<file path="config.mk">
export PLATFORM = sky130hd
export DESIGN_NAME = burst_wait_gen
export DESIGN_NICKNAME = d
export VERILOG_FILES = /design/src/rtl/burst_wait_gen.sv
export SDC_FILE = /design/constraint.sdc
export NUM_CORES = 1
export LEC_CHECK = 0
export ABC_AREA = 1
export BUFFER_PORTS_ARGS = -buffer_cell sky130_fd_sc_hd__buf_2
export CAP_MARGIN = 20
export CORE_AREA = 2 2 72 74
export DETAILED_ROUTE_END_ITERATION = 7
export DIE_AREA = 0 0 74 76
export PLACE_DENSITY = 0.73
export SYNTH_ARGS = -nofsm -noshare
export SYNTH_HDL_FRONTEND = slang
export SYNTH_SLANG_ARGS = --single-unit
</file>
<file path="constraint.sdc">
create_clock -name clk -period 1.6 [get_ports clk]
set_input_delay 0.32 -clock clk [delete_from_list [all_inputs] [get_ports clk]]
set_output_delay 0.32 -clock clk [all_outputs]
set_load 0.01 [all_outputs]
</file>
<file path="src/rtl/burst_wait_gen.sv">
module burst_wait_gen #(
  parameter int ADDR_W = 23,
  parameter int LAT    = 4,
  parameter int ROW_W  = 6
) (
  input  logic              clk,
  input  logic              rst_n,
  input  logic              chip_sel,
  input  logic              burst_start,
  input  logic [ADDR_W-1:0] start_addr,
  input  logic              cfg_wr,
  input  logic              cfg_two_wait,
  output logic              data_ok,
  output logic              data_ok_en,
  output logic [ADDR_W-1:0] word_addr
);
  localparam int CNT_W = $clog2(LAT + 3);
  localparam logic [CNT_W-1:0] LAT_C = CNT_W'(LAT);

  logic              active;
  logic              mode_two;
  logic              burst_two;
  logic [CNT_W-1:0]  wait_cnt;
  logic [ADDR_W-1:0] addr_q;

  wire row_end = &addr_q[ROW_W-1:0];

  assign data_ok    = active && (wait_cnt == '0);
  assign data_ok_en = chip_sel;
  assign word_addr  = addr_q;

  always_ff @(posedge clk) begin
    if (!rst_n) mode_two <= 1'b0;
    else if (cfg_wr) mode_two <= cfg_two_wait;
  end

  always_ff @(posedge clk) begin
    if (!rst_n) begin
      active    <= 1'b0;
      burst_two <= 1'b0;
      wait_cnt  <= '0;
      addr_q    <= '0;
    end else if (!chip_sel) begin
      active   <= 1'b0;
      wait_cnt <= '0;
    end else if (burst_start) begin
      active    <= 1'b1;
      burst_two <= mode_two;
      wait_cnt  <= LAT_C;
      addr_q    <= start_addr;
    end else if (active) begin
      if (wait_cnt != '0) begin
        wait_cnt <= wait_cnt - 1'b1;
      end else begin
        addr_q <= addr_q + 1'b1;
        if (row_end) wait_cnt <= burst_two ? CNT_W'(2) : CNT_W'(1);
      end
    end
  end

  wire go_on = chip_sel && !burst_start;

  a_r2_latency_low: assert property (@(posedge clk) disable iff (!rst_n)
    (chip_sel && burst_start) |=> !data_ok);

  a_r3_addr_step: assert property (@(posedge clk) disable iff (!rst_n)
    (data_ok && go_on) |=> (word_addr == $past(word_addr) + 1'b1));

  a_r4_row_pause: assert property (@(posedge clk) disable iff (!rst_n)
    (data_ok && row_end && go_on) |=> !data_ok);

  a_r5_second_pause: assert property (@(posedge clk) disable iff (!rst_n)
    (!data_ok && active && go_on && burst_two && $past(data_ok && row_end && go_on)) |=> !data_ok);

  a_r6_mode_held: assert property (@(posedge clk) disable iff (!rst_n)
    (active && go_on) |=> $stable(burst_two));

  a_r7_deselect_idle: assert property (@(posedge clk) disable iff (!rst_n)
    !chip_sel |=> !data_ok);
endmodule

</file>
==> results.json <==
{
  "status": "finished, final reports clean",
  "slew_headroom_pct": 81.1,
  "clock-sinks": 29,
  "rr_worst_depth": 10,
  "synth_area_mm2": 0.00213,
  "hold_viol_final": 0,
  "drv_cap": 0,
  "first_pass_iters": 4,
  "startpoint_type": "register",
  "synth-async-reset-ratio_pct": 0,
  "cpPeakStageDelay_ps": 310,
  "critPathMaxFanout": 5,
  "htreeDepth": 2,
  "die_height_um": 76,
  "routabilityCongestion": 0.842,
  "drt_wl_total_um": 5250,
  "hp-start": "cfg_wr",
  "irDropWorstVdd_mv": 0.342,
  "critPathRequiredTime_ps": 1280,
  "synth_ff_type": "dfxtp_1",
  "drt_iter0_drc": 112,
  "max_freq_mhz": 649,
  "avgSynthCellArea_um2": 6.51,
  "postCtsHoldBufs": 0,
  "avgViaCountPerCell": 4.89,
  "ios": 54,
  "hold_path_depth": 2,
  "port_buffers": 53,
  "clkTransAtPathRegs_ps": 70,
  "fin_skew_ps": 9.62,
  "groute.usage.overall_pct": 19.1,
  "worstHoldPathType": "input port to register",
  "grt_pass1_vias": 2001,
  "slew_viol_final": 0,
  "cpMaxStageDelayCell": "dfxtp_1",
  "p_leak_nw": 1.22,
  "worst_pin_slew_ps": 283,
  "grt_overflow": 0,
  "drive_above_1_share_pct": 30.7,
  "p_per_area_mw_per_mm2": 687,
  "grt_antenna_before_repair": 0,
  "crit_path_end_kind": "output port",
  "arrival_ps": 1220,
  "area_growth_pct": 23.5,
  "crit_family": "flip-flops",
  "rows": 26,
  "synth_fp_nets": 359,
  "cts_buffers": 5,
  "hpwl_um": 4020,
  "crit_chain": "inv_1 > ha_4 > nand2_4 > nor2_4 > buf_2",
  "cts_tree": "done",
  "core_mm2": 0.00491,
  "pre_cts_ws_ps": 12.5,
  "cp_num_buf_inv": 2,
  "mostFrequentLayoutCells": "94 x nand2_1, 53 x buf_2, 38 x nor2_1, 31 x inv_1, 28 x dfxtp_1",
  "synth_edf_count": 0,
  "layout_commonest_cell": "nand2_1",
  "postSynthCellCount": 327,
  "n_antenna_cell": 0,
  "start_util_pct": 43.3,
  "instances_no_fill": 458,
  "die_area_mm2": 0.00562,
  "drc": 0,
  "wl_per_cell_um": 11.5,
  "reg2reg_to": "word_addr[16]",
  "yosysWarningCount": 0,
  "final.min_clock_period_ps": 1540,
  "min_to": "mode_two",
  "finalSetupViolCount": 0,
  "rsz0062_at_grt": "yes",
  "clk_latency_ps": 290,
  "crit_type": "register to output port",
  "vias": 2238,
  "clk_path_buf_depth": 2,
  "fin_nets": 419,
  "dieWidth_um": 74,
  "rrSetupSlack_ps": 70,
  "period_share_pct": 96.3,
  "antenna_left": 0,
  "dp.cells": 449,
  "r2r-start": "word_addr[1]",
  "synth_cell_types": 35,
  "ys_ff_latch": 29,
  "yosysSeqAreaShare_pct": 27.3,
  "worst_slack_ps": 60.0,
  "root_buffer": "clkbuf_8",
  "grt_pass1_wl_um": 8650,
  "grt_max_degree": 21
}
-- metal layers --
metal	GRT usage, %	vias to the layer above	part of all wire [%]
met1	24.6	1013	45
li1	-	1175	-
met2	31.8	46	49
met5	0	-	0
met3	3.97	4	4.8
met4	5.64	0	0.99
-- stage by stage --
| stage | hold WS, ps | area (µm²) | power, mW | TNS, ps | util [%] |
|---|---|---|---|---|---|
| floorplan | 413 | 2130 | 1.00 | 0 | - |
| global placement | 456 | 2490 | 1.12 | 0 | 50.6 |
| detailed placement | 460 | 2490 | 1.12 | 0 | 50.6 |
| CTS | 202 | 2600 | 1.81 | -1.84 | 52.9 |
| global route | 205 | 2630 | 1.88 | -37.2 | 53.5 |
| finish | 204 | 2630 | 1.81 | 0 | 53.5 |
-- power by group --
part	switching (mW)	internal [mW]	leakage (nW)
Sequential	0.0441	0.758	0.237
Clock	0.304	0.388	0.0542
Combinational	0.180	0.131	0.931
Total	0.528	1.28	1.22
-- Yosys cell counts (2+ instances only) --
library cell	n	area (µm²)
a211oi_1	2	15.0
a21oi_1	18	90.1
a21oi_2	7	61.3
a31oi_1	2	12.5
buf_2	4	20.0
buf_4	3	22.5
clkbuf_1	2	7.51
dfxtp_1	29	581
ha_1	3	37.5
inv_1	31	116
inv_2	5	18.8
nand2_1	94	353
nand2_2	4	25.0
nand2_4	6	67.6
nand3_1	21	105
nand3_2	5	50.1
nor2_1	39	146
nor2_2	3	18.8
nor2_4	6	67.6
nor2_8	3	60.1
nor3_1	3	15.0
o211ai_1	5	37.5
o21ai_0	19	95.1
o31ai_1	2	15.0
-- kinds of logic (layout without fill, tap and decap cells) --
group                      Yosys count  after routing  synth area share, %
and+or+nand+nor                    187            187                 43.6
DFF                                 29             29                 27.3
buffers and inverters               48            109                 9.88
AOI/OAI and AO/OA                   58             58                 16.7
xor gates and xnor gates             2              2                0.823
adders and majority gates            3              3                 1.76
-- layout make-up --
cell class / count / area (µm²)
Inverter: 37 / 141
Clock buffer: 7 / 96.3
Tap cell: 70 / 87.6
Sequential cell: 29 / 582
Multi-Input combinational cell: 250 / 1360
Clock inverter: 1 / 5.00
Timing Repair Buffer: 64 / 352
Fill cell: 497 / 2280
-- worst max-delay path by stage --
stage	from	endpoint	slack (ps)	cells after the start
floorplan	word_addr[0]	word_addr[18]	100	10
global placement	wait_cnt[0]	word_addr[18]	20	10
detailed placement	wait_cnt[0]	word_addr[18]	10	10
CTS	wait_cnt[0]	data_ok	-2	5
global route	word_addr[1]	word_addr[16]	-20	10
finish	wait_cnt[0]	data_ok	60	5
-- state kept, by name, indices dropped and copies added (netlist names) --
signal and count:
active 1, burst_two 1, mode_two 1, wait_cnt 3, word_addr 23
-- repair_timing --
item | in CTS | in global routing
buffers inserted | 1 | 0
endpoints found under the setup margin | 1 | 18
resized for setup | 1 | 6
pin swaps | 1 | 2
No activity file was read; power rests on OpenSTA's default activity.
